**src/rtl/dma_ch_pkg.sv**
```systemverilog
package dma_ch_pkg;
  localparam int REG_AW = 3;

  localparam logic [REG_AW-1:0] RA_MODE  = 3'd0;
  localparam logic [REG_AW-1:0] RA_STAT  = 3'd1;
  localparam logic [REG_AW-1:0] RA_CNTL  = 3'd2;
  localparam logic [REG_AW-1:0] RA_ADDR  = 3'd3;
  localparam logic [REG_AW-1:0] RA_LEN   = 3'd4;
  localparam logic [REG_AW-1:0] RA_NADDR = 3'd5;
  localparam logic [REG_AW-1:0] RA_NLEN  = 3'd6;

  localparam int ST_TC    = 0;
  localparam int ST_OVR   = 2;
  localparam int ST_ACT   = 3;
  localparam int ST_TCIE  = 4;
  localparam int ST_OVRIE = 6;

  localparam int CT_EN  = 0;
  localparam int CT_VLD = 1;

  localparam int MODE_W = 3;

  typedef struct packed {
    logic dir;
    logic dec;
    logic upd;
  } mode_t;
endpackage

```
**src/rtl/dma_addr_ctr.sv**
```systemverilog
module dma_addr_ctr #(
  parameter int W = 24
) (
  input  logic         clk_i,
  input  logic         rst_ni,
  input  logic         sw_we_i,
  input  logic [W-1:0] sw_d_i,
  input  logic         step_i,
  input  logic         upd_i,
  input  logic         dec_i,
  input  logic         load_i,
  input  logic [W-1:0] load_d_i,
  output logic [W-1:0] q_o
);
  logic [W-1:0] q;

  always_ff @(posedge clk_i or negedge rst_ni) begin
    if (!rst_ni)                q <= '0;
    else if (load_i)            q <= load_d_i;
    else if (step_i && upd_i)   q <= dec_i ? q - W'(1) : q + W'(1);
    else if (sw_we_i)           q <= sw_d_i;
  end

  assign q_o = q;

  assert_hold_R2: assert property (@(posedge clk_i) disable iff (!rst_ni)
    (step_i && !upd_i && !load_i && !sw_we_i) |=> (q_o == $past(q_o)));
  assert_inc_R2: assert property (@(posedge clk_i) disable iff (!rst_ni)
    (step_i && upd_i && !dec_i && !load_i) |=> (q_o == $past(q_o) + W'(1)));
  assert_dec_R2: assert property (@(posedge clk_i) disable iff (!rst_ni)
    (step_i && upd_i && dec_i && !load_i) |=> (q_o == $past(q_o) - W'(1)));
endmodule

```
**src/rtl/dma_len_ctr.sv**
```systemverilog
module dma_len_ctr #(
  parameter int W = 24
) (
  input  logic         clk_i,
  input  logic         rst_ni,
  input  logic         sw_we_i,
  input  logic [W-1:0] sw_d_i,
  input  logic         step_i,
  input  logic         load_i,
  input  logic [W-1:0] load_d_i,
  output logic [W-1:0] q_o,
  output logic         zero_o,
  output logic         last_o
);
  logic [W-1:0] q;

  always_ff @(posedge clk_i or negedge rst_ni) begin
    if (!rst_ni)        q <= '0;
    else if (load_i)    q <= load_d_i;
    else if (step_i)    q <= q - W'(1);
    else if (sw_we_i)   q <= sw_d_i;
  end

  assign q_o    = q;
  assign zero_o = (q == '0);
  assign last_o = (q == W'(1));

  assert_step_R3: assert property (@(posedge clk_i) disable iff (!rst_ni)
    (step_i && !load_i) |=> (q_o == $past(q_o) - W'(1)));
  assert_step_live_R3: assert property (@(posedge clk_i) disable iff (!rst_ni)
    step_i |-> !zero_o);
endmodule

```
**src/rtl/dma_status.sv**
```systemverilog
module dma_status (
  input  logic clk_i,
  input  logic rst_ni,
  input  logic done_i,
  input  logic ovr_evt_i,
  input  logic sw_we_i,
  input  logic tc_clr_i,
  input  logic ovr_clr_i,
  input  logic tcie_d_i,
  input  logic ovrie_d_i,
  output logic tc_o,
  output logic ovr_o,
  output logic tcie_o,
  output logic ovrie_o,
  output logic irq_o
);
  logic tc_q, ovr_q, tcie_q, ovrie_q, irq_q;

  always_ff @(posedge clk_i or negedge rst_ni) begin
    if (!rst_ni) begin
      tc_q    <= 1'b0;
      ovr_q   <= 1'b0;
      tcie_q  <= 1'b0;
      ovrie_q <= 1'b0;
      irq_q   <= 1'b0;
    end else begin
      // set events win over a same-cycle clear
      if (done_i)                      tc_q <= 1'b1;
      else if (sw_we_i && tc_clr_i)    tc_q <= 1'b0;
      if (ovr_evt_i)                   ovr_q <= 1'b1;
      else if (sw_we_i && ovr_clr_i)   ovr_q <= 1'b0;
      if (sw_we_i) begin
        tcie_q  <= tcie_d_i;
        ovrie_q <= ovrie_d_i;
      end
      irq_q <= done_i & (tcie_q | (ovr_evt_i & ovrie_q));
    end
  end

  assign tc_o    = tc_q;
  assign ovr_o   = ovr_q;
  assign tcie_o  = tcie_q;
  assign ovrie_o = ovrie_q;
  assign irq_o   = irq_q;

  assert_tc_sticky_R7: assert property (@(posedge clk_i) disable iff (!rst_ni)
    (tc_o && !(sw_we_i && tc_clr_i)) |=> tc_o);
  assert_ovr_sticky_R7: assert property (@(posedge clk_i) disable iff (!rst_ni)
    (ovr_o && !(sw_we_i && ovr_clr_i)) |=> ovr_o);
  assert_tc_clear_R7: assert property (@(posedge clk_i) disable iff (!rst_ni)
    (sw_we_i && tc_clr_i && !done_i) |=> !tc_o);
  assert_irq_cause_R8: assert property (@(posedge clk_i) disable iff (!rst_ni)
    irq_o |-> $past(done_i));
endmodule

```
**src/rtl/dma_reload_chan.sv**
```systemverilog
module dma_reload_chan
  import dma_ch_pkg::*;
#(
  parameter int DATA_W = 32,
  parameter int ADDR_W = 24,
  parameter int LEN_W  = 24
) (
  input  logic              clk_i,
  input  logic              rst_ni,
  input  logic              wr_en_i,
  input  logic [REG_AW-1:0] wr_addr_i,
  input  logic [DATA_W-1:0] wr_data_i,
  input  logic [REG_AW-1:0] rd_addr_i,
  output logic [DATA_W-1:0] rd_data_o,
  input  logic              xfer_done_i,
  output logic              irq_o,
  output logic              chan_active_o,
  output logic              dir_o
);
  localparam int CNT_W = (ADDR_W > LEN_W) ? ADDR_W : LEN_W;

  mode_t             mode_q;
  logic              en_q, vld_q;
  logic [ADDR_W-1:0] naddr_q, addr_q;
  logic [LEN_W-1:0]  nlen_q, len_q;
  logic              len_zero, len_last;
  logic              tc, ovr, tcie, ovrie;

  logic we_mode, we_stat, we_cntl, we_addr, we_len, we_naddr, we_nlen;
  assign we_mode  = wr_en_i && (wr_addr_i == RA_MODE);
  assign we_stat  = wr_en_i && (wr_addr_i == RA_STAT);
  assign we_cntl  = wr_en_i && (wr_addr_i == RA_CNTL);
  assign we_addr  = wr_en_i && (wr_addr_i == RA_ADDR);
  assign we_len   = wr_en_i && (wr_addr_i == RA_LEN);
  assign we_naddr = wr_en_i && (wr_addr_i == RA_NADDR);
  assign we_nlen  = wr_en_i && (wr_addr_i == RA_NLEN);

  logic active, step, complete, reload, ovr_evt;
  assign active   = en_q & ~len_zero;
  assign step     = xfer_done_i & active;
  // a zero length with enable set counts as an immediate completion
  assign complete = en_q & (len_zero | (step & len_last));
  assign reload   = complete & vld_q;
  assign ovr_evt  = complete & ~vld_q;

  always_ff @(posedge clk_i or negedge rst_ni) begin
    if (!rst_ni) begin
      mode_q  <= '0;
      en_q    <= 1'b0;
      vld_q   <= 1'b0;
      naddr_q <= '0;
      nlen_q  <= '0;
    end else begin
      if (we_mode)       mode_q <= mode_t'(wr_data_i[MODE_W-1:0]);
      if (ovr_evt)       en_q <= 1'b0;
      else if (we_cntl)  en_q <= wr_data_i[CT_EN];
      if (reload)        vld_q <= 1'b0;
      else if (we_cntl)  vld_q <= wr_data_i[CT_VLD];
      if (we_naddr)      naddr_q <= wr_data_i[ADDR_W-1:0];
      if (we_nlen)       nlen_q  <= wr_data_i[LEN_W-1:0];
    end
  end

  dma_addr_ctr #(.W(ADDR_W)) u_addr (
    .clk_i    (clk_i),
    .rst_ni   (rst_ni),
    .sw_we_i  (we_addr),
    .sw_d_i   (wr_data_i[ADDR_W-1:0]),
    .step_i   (step),
    .upd_i    (mode_q.upd),
    .dec_i    (mode_q.dec),
    .load_i   (reload),
    .load_d_i (naddr_q),
    .q_o      (addr_q)
  );

  dma_len_ctr #(.W(LEN_W)) u_len (
    .clk_i    (clk_i),
    .rst_ni   (rst_ni),
    .sw_we_i  (we_len),
    .sw_d_i   (wr_data_i[LEN_W-1:0]),
    .step_i   (step),
    .load_i   (reload),
    .load_d_i (nlen_q),
    .q_o      (len_q),
    .zero_o   (len_zero),
    .last_o   (len_last)
  );

  dma_status u_stat (
    .clk_i     (clk_i),
    .rst_ni    (rst_ni),
    .done_i    (complete),
    .ovr_evt_i (ovr_evt),
    .sw_we_i   (we_stat),
    .tc_clr_i  (wr_data_i[ST_TC]),
    .ovr_clr_i (wr_data_i[ST_OVR]),
    .tcie_d_i  (wr_data_i[ST_TCIE]),
    .ovrie_d_i (wr_data_i[ST_OVRIE]),
    .tc_o      (tc),
    .ovr_o     (ovr),
    .tcie_o    (tcie),
    .ovrie_o   (ovrie),
    .irq_o     (irq_o)
  );

  logic unused_wdata;
  assign unused_wdata = ^wr_data_i[DATA_W-1:CNT_W];

  always_comb begin
    rd_data_o = '0;
    case (rd_addr_i)
      RA_MODE:  rd_data_o[MODE_W-1:0] = mode_q;
      RA_STAT: begin
        rd_data_o[ST_TC]    = tc;
        rd_data_o[ST_OVR]   = ovr;
        rd_data_o[ST_ACT]   = active;
        rd_data_o[ST_TCIE]  = tcie;
        rd_data_o[ST_OVRIE] = ovrie;
      end
      RA_CNTL: begin
        rd_data_o[CT_EN]  = en_q;
        rd_data_o[CT_VLD] = vld_q;
      end
      RA_ADDR:  rd_data_o[ADDR_W-1:0] = addr_q;
      RA_LEN:   rd_data_o[LEN_W-1:0]  = len_q;
      RA_NADDR: rd_data_o[ADDR_W-1:0] = naddr_q;
      RA_NLEN:  rd_data_o[LEN_W-1:0]  = nlen_q;
      default:  ;
    endcase
  end

  assign chan_active_o = active;
  assign dir_o         = mode_q.dir;

  assert_reload_R5: assert property (@(posedge clk_i) disable iff (!rst_ni)
    (reload && !we_cntl) |=> (len_q == $past(nlen_q)) && (addr_q == $past(naddr_q))
                             && !vld_q && en_q && tc);
  assert_ovr_stop_R6: assert property (@(posedge clk_i) disable iff (!rst_ni)
    ovr_evt |=> (!en_q && ovr && tc && len_zero));
  assert_zero_done_R10: assert property (@(posedge clk_i) disable iff (!rst_ni)
    (en_q && len_zero && !vld_q) |=> !en_q);
  assert_active_off_R4: assert property (@(posedge clk_i) disable iff (!rst_ni)
    !en_q |-> !chan_active_o);
endmodule

```
**config.mk**
```make
export PLATFORM = sky130hd
export DESIGN_NAME = dma_reload_chan
export DESIGN_NICKNAME = d
export VERILOG_FILES = /design/src/rtl/dma_ch_pkg.sv /design/src/rtl/dma_addr_ctr.sv /design/src/rtl/dma_len_ctr.sv /design/src/rtl/dma_status.sv /design/src/rtl/dma_reload_chan.sv
export SDC_FILE = /design/constraint.sdc
export NUM_CORES = 1
export LEC_CHECK = 0
export ABC_AREA = 1
export BUFFER_PORTS_ARGS = -buffer_cell sky130_fd_sc_hd__buf_4
export CAP_MARGIN = 20
export CORE_MARGIN = 1
export CORE_UTILIZATION = 66
export DETAILED_ROUTE_END_ITERATION = 10
export GPL_TIMING_DRIVEN = 1
export PLACE_DENSITY = 0.87
export SYNTH_ARGS = -nofsm -noshare
export SYNTH_HDL_FRONTEND = slang
export SYNTH_SLANG_ARGS = --single-unit
```
**constraint.sdc**
```tcl
create_clock -name clk_i -period 3.4 [get_ports clk_i]
set_clock_uncertainty 0.1 [all_clocks]
set_input_delay 0.51 -clock clk_i [delete_from_list [all_inputs] [get_ports clk_i]]
set_output_delay 0.51 -clock clk_i [all_outputs]
set_load 0.05 [all_outputs]
```
### Word level (Yosys, flattened, before mapping)

Index checks and enable logic that the tools add are counted.

* equal/unequal tests: 13
* reduce and logical (&&, ||, !) cells: 19
* add/sub/neg operators: 3
* multiplexer cells: 22
* bitwise logic cells: 12

Operators by type and width (count)
* $mux 24: 7
* $pmux 17 s4: 1
* $sub 24x1->24 const B: 2
* $add 24x1->24 const B: 1
* $eq 24x1->1 const B: 1
* $logic_not 24->1: 1
* $eq 3x3->1 const B: 6
* $eq 3x2->1 const B: 4
* $pmux 1 s6: 2
* $logic_and 1x1->1: 10
* $pmux 2 s5: 1
* $and 1x1->1: 8
* $mux 1: 8
* $reduce_bool 2->1: 4
* $pmux 1 s7: 1
* $eq 3x1->1 const B: 2
* $logic_not 3->1: 2
* $reduce_bool 3->1: 2
* $pmux 1 s5: 1
* $pmux 1 s4: 1
* $not 1->1: 2
* $or 1x1->1: 2

* output and inout port bits: 35
* register bits: 106
* bits of input ports: 42

### Depth between registers and ports, before layout

* depth in word-level cells: 11
* gate-level depth with buffers: 15
* mapped depth without buffers: 14

### Cells and area by module

A second synthesis with hierarchy kept.

* cells, all modules: 1324
* area, all modules: 8594.5 um^2

Modules (own cells, without submodules)
* dma_reload_chan: times used 1, cells an instance 433, area each 3251.9 um^2
* dma_addr_ctr: times used 1, cells an instance 528, area each 3017.9 um^2
* dma_len_ctr: times used 1, cells an instance 342, area each 2135.8 um^2
* dma_status: times used 1, cells an instance 21, area each 188.9 um^2

### Worst setup path before layout

No wires, ideal clock.

* kind: input to output
* start point: input port rd_addr_i[0]
* end point: output port rd_data_o[4]
* required time: 2.790 ns
* cell stages on the path: 5
* path slack: 0.506 ns
* arrival: 2.284 ns
* cells stage by stage: nor2_1 nand2_1 clkbuf_1 clkbuf_1 o21ai_0

* cells in the longest elaborated chain, start to end: 2
* elaborated cells on any way between the ends: 6
* those cells by class: 5 x eq/ne; 1 x mux

RTL lines
* from (decl): RTL line dma_reload_chan.sv:13 `input logic [REG_AW-1:0] rd_addr_i,`
* $eq 3x3->1, or another cell as far along: RTL line dma_reload_chan.sv:112 `case (rd_addr_i)`
* $pmux 2 s5 (*): RTL line dma_reload_chan.sv:112
* to (decl): RTL line dma_reload_chan.sv:14 `output logic [DATA_W-1:0] rd_data_o,`

Mark *: on every way between the ends. The rest lies on a longest branch, timed or not.

### Worst setup path after layout

* start point: register u_len.q[0], in the netlist u_len.q_o[0]
* end point: register u_addr.q[3], in the netlist u_addr.q_o[3]

* cells in the longest elaborated chain, start to end: 9
* elaborated cells on any way between the ends: 13
* those cells by class: 1 x eq/ne; 2 x mux; 7 x bitwise; 3 x reduce/logical

RTL lines
* from (decl): RTL line dma_len_ctr.sv:15 `logic [W-1:0] q;`
* from (signal assigned): RTL line dma_len_ctr.sv:19 `else if (load_i) q <= load_d_i;`
* from (signal assigned): RTL line dma_len_ctr.sv:20 `else if (step_i) q <= q - W'(1);`
* from (signal assigned): RTL line dma_len_ctr.sv:21 `else if (sw_we_i) q <= sw_d_i;`
* $logic_not 24->1: RTL line dma_len_ctr.sv:25 `assign zero_o = (q == '0);`
* $not 1->1: RTL line dma_reload_chan.sv:39 `assign active = en_q & ~len_zero;`
* $and 1x1->1: RTL line dma_reload_chan.sv:39
* $and 1x1->1: RTL line dma_reload_chan.sv:40 `assign step = xfer_done_i & active;`
* $and 1x1->1: RTL line dma_reload_chan.sv:42 `assign complete = en_q & (len_zero | (step & len_last));`
* $or 1x1->1: RTL line dma_reload_chan.sv:42
* $and 1x1->1: RTL line dma_reload_chan.sv:42
* $and 1x1->1: RTL line dma_reload_chan.sv:43 `assign reload = complete & vld_q;`
* $reduce_bool 3->1 (no source line) or $mux 24 (tied branches)
* to (signal assigned): RTL line dma_addr_ctr.sv:19 `else if (load_i) q <= load_d_i;`
* to (signal assigned): RTL line dma_addr_ctr.sv:20 `else if (step_i && upd_i) q <= dec_i ? q - W'(1) : q + W'(1);`
* to (signal assigned): RTL line dma_addr_ctr.sv:21 `else if (sw_we_i) q <= sw_d_i;`
* to (decl): RTL line dma_addr_ctr.sv:15 `logic [W-1:0] q;`

Parallel ways exist; a longest one is shown, timed or not.
A chain may end at the register's enable or synchronous reset.

==> flow_summary.ini <==
[synth]
netlist.area_leader.share_pct = 32.8
synthesis_stage_register_bit_count = 106
post-synth-top-area-cell = sky130_fd_sc_hd__dfrtp_1
synth.cell_area_um2 = 8090
netlist_instances = 1276
yosys_warnings = 0
yosys-top-cells-area = sky130_fd_sc_hd__dfrtp_1 33%, sky130_fd_sc_hd__nand2_1 24%, sky130_fd_sc_hd__inv_1 7.9%, sky130_fd_sc_hd__nand3_1 5.6%, sky130_fd_sc_hd__o21ai_0 5.1%
yosysSeqAreaShare_pct = 32.8
postSynthAreaPerCell_um2 = 6.34
yosysUniqueCellTypes = 39

[sta]
clock.fmax_mhz = 344
hold_violations = 0
post_route_setup_tns_ns = 0
slew_viol_final = 0
setup_viol = 0
unrepaired_setup_endpoints_after_global_routing = no
fin_hold_ws_ns = 0.369
max_slew.worst_pin.slew_ns = 0.756
slew_headroom_pct = 49.6
final_min_period_over_clock_period_pct = 85.6
period_needed_ns = 2.91

[clock_network]
cts.root.buffer_cell = sky130_fd_sc_hd__clkbuf_16
cts.path.max_buffers = 2
cts_made_buffers = 9
cts_resized = 0
cts.reportedPaths.clkPinSlew_ns = 0.07
cts-htree-levels = 3
clkSinkCount = 106
clk_latency_ns = 0.35
tritoncts_clock_tree = built

[grt]
track_usage_pct = 39.2
grt_start_max_net_pins = 84
grt_pass1_vias = 7879
grt_overflow = 0
global_route_wire_length_before_repair_mm = 39.0
grt_antenna_before_repair = 0

[layout]
post_layout_instance_area_um2 = 8950
synthToLayoutAreaGrowth_pct = 10.7
fraction_of_final_layout_cells_sized_beyond_drive_strength_1_pct = 8.30
insertedDiodeCount = 0
fillers = 1000
regArea_um2 = 2650
multi_input_area_um2 = 4540
layout_nets = 1387

[run]
drv_cap = 0

[detailed_routing]
drt_first_iter_violations = 893
drc_viols = 0
via_count = 8494
drt_wl_total_mm = 23.7
first_pass_iters = 7
post_drt_antenna_nets = 0
wl_per_cell_um = 16.1
routed_via_density = 5.77

[floorplan]
rows = 40
initial_utilization_pct = 67.6
die_w_um = 113
core_footprint_um2 = 12000
die_area_um2 = 12700
die_y_um = 113
pin_count = 77

[pwr]
leakage_uw = 0.00494
ir_drop_mv = 0.392
p_per_area_nw_per_um2 = 640

[place]
hpwl_mm = 17.7
io_buffers = 60
place.gp.congestion = 0.952
place_area_um2 = 8580

[setup_path]
worst_ep_required_time_ns = 3.54
crit_type = reg2reg
cp_max_fo = 27
startpoint_class_of_the_critical_path = flip-flop
critical_path_sink_type = flip-flop
crit_arrival_ns = 3.05

[outcome]
outcome = complete, no violations

[min_path]
worst_hold_path_type = in2reg
-- routing by layer --
| layer | vias up | global-route usage (%) | wire length (um) |
|---|---|---|---|
| met5 | - | 0 | 0 |
| met4 | 0 | 14.6 | 798 |
| met3 | 77 | 8.03 | 2600 |
| met2 | 456 | 61.9 | 10600 |
| met1 | 3846 | 53.7 | 9720 |
| li1 | 4115 | - | - |
-- critical path: stages, from the launching register on --
cell                      delay (ns)
sky130_fd_sc_hd__dfrtp_1        0.45
sky130_fd_sc_hd__inv_1          0.18
sky130_fd_sc_hd__ha_1           0.24
sky130_fd_sc_hd__nand2_1        0.12
sky130_fd_sc_hd__nor2_2         0.22
sky130_fd_sc_hd__nand3_2        0.17
sky130_fd_sc_hd__nand2_2        0.15
sky130_fd_sc_hd__nand3_4        0.29
sky130_fd_sc_hd__inv_2          0.55
sky130_fd_sc_hd__nand2_1        0.14
sky130_fd_sc_hd__nand3_1        0.12
sky130_fd_sc_hd__nand2_1        0.06
-- cell type report --
cell class,instances,share of cell area [%]
clock buffer,11,2.82
clock inverter,5,0.922
inverter,171,7.17
multi-input combinational,955,50.7
sequential,106,29.6
tap,147,2.05
timing repair buffer,77,6.71
-- worst paths after layout --
check,start,end,slack (ns),depth (start not counted)
max in group asynchronous,rst_ni,u_len.q_o[6],1.91,4
min in group asynchronous,rst_ni,u_addr.q_o[20],0.44,2
min reg2reg,naddr_q[2],naddr_q[2],0.40,2
max reg2reg,u_len.q_o[0],u_addr.q_o[3],0.49,11
min,wr_data_i[22],nlen_q[22],0.37,3
max,u_len.q_o[0],u_addr.q_o[3],0.49,11
-- sequential cells by signal, indices dropped and copies added (netlist names) --
| signal | count |
|---|---|
| nlen_q | 24 |
| u_stat.ovrie_o | 1 |
| u_stat.ovr_o | 1 |
| naddr_q | 24 |
| u_stat.irq_o | 1 |
| u_len.q_o | 24 |
| u_stat.tc_o | 1 |
| en_q | 1 |
| u_stat.tcie_o | 1 |
| mode_q | 2 |
| u_addr.q_o | 24 |
| dir_o | 1 |
| vld_q | 1 |
-- logic make-up after synthesis --
| family | after synthesis | synth area share, % |
|---|---|---|
| buffers and inverters | 222 | 11.6 |
| xor gates and xnor gates | 23 | 2.49 |
| other | 1 | 0.0464 |
| AOI/OAI and AO/OA | 148 | 10.9 |
| and+or+nand+nor | 751 | 38.2 |
| DFF | 106 | 32.8 |
| adders and majority gates | 25 | 3.96 |
-- cells in the mapped netlist --
cell type and number:
sky130_fd_sc_hd__a21oi_1 19, sky130_fd_sc_hd__a221oi_1 5, sky130_fd_sc_hd__a22o_1 1, sky130_fd_sc_hd__a31oi_1 3
sky130_fd_sc_hd__a32o_1 1, sky130_fd_sc_hd__and2_1 2, sky130_fd_sc_hd__buf_2 9, sky130_fd_sc_hd__buf_4 13
sky130_fd_sc_hd__buf_6 6, sky130_fd_sc_hd__clkbuf_1 23, sky130_fd_sc_hd__conb_1 1, sky130_fd_sc_hd__dfrtp_1 106
sky130_fd_sc_hd__fa_1 1, sky130_fd_sc_hd__ha_1 24, sky130_fd_sc_hd__inv_1 170, sky130_fd_sc_hd__inv_2 1
sky130_fd_sc_hd__nand2_1 507, sky130_fd_sc_hd__nand2_2 2, sky130_fd_sc_hd__nand3_1 91, sky130_fd_sc_hd__nand3_2 2
sky130_fd_sc_hd__nand3_4 2, sky130_fd_sc_hd__nand3b_1 5, sky130_fd_sc_hd__nand4_1 16, sky130_fd_sc_hd__nand4_2 1
sky130_fd_sc_hd__nor2_1 104, sky130_fd_sc_hd__nor2_2 3, sky130_fd_sc_hd__nor3_1 6, sky130_fd_sc_hd__o2111ai_1 15
sky130_fd_sc_hd__o211ai_1 8, sky130_fd_sc_hd__o21ai_0 82, sky130_fd_sc_hd__o21ai_1 1, sky130_fd_sc_hd__o21ai_2 4
sky130_fd_sc_hd__o21bai_1 3, sky130_fd_sc_hd__o221ai_1 1, sky130_fd_sc_hd__o22ai_1 5, sky130_fd_sc_hd__or2_0 6
sky130_fd_sc_hd__or2_1 4, sky130_fd_sc_hd__xnor2_1 3, sky130_fd_sc_hd__xor2_1 20
-- cells in the final DEF, fill, tap and decap left out, drive strengths merged, types with 2 or more instances in the layout --
cell     instances
dfrtp          106
conb             8
bufinv           2
o211ai           8
o21ai           87
inv            173
nor2           107
xor2            20
clkbuf          11
o2111ai         15
nand3           95
buf             76
a221oi           5
nand4           17
or2             10
and2             2
nand2          509
o22ai            5
ha              24
nand3b           5
a31oi            3
xnor2            3
a21oi           19
nor3             6
o21bai           3
-- metrics by stage --
step                total power, uW  utilization, %  worst slack (ns)  std cells
finish                         5730            74.8             0.490       1472
global route                   6140            74.8             0.247       1472
global placement               4420            71.7             0.604       1454
detailed placement             4490            71.7             0.563       1454
floorplan                      3810               -             0.506       1283
CTS                            5680            74.5             0.536       1470
-- where the power goes --
| part | total (uW) | internal [uW] | switching (uW) |
|---|---|---|---|
| logic | 2570 | 877 | 1690 |
| registers | 2000 | 1590 | 406 |
| clock network | 1170 | 690 | 477 |
| total | 5730 | 3160 | 2570 |
-- repair_timing --
action / 4_1_cts / 5_1_grt
endpoints found under the hold margin: 0 / 6
setup buffers: 0 / 0
hold buffers: 0 / 1
(Power assumes the default switching activity.)
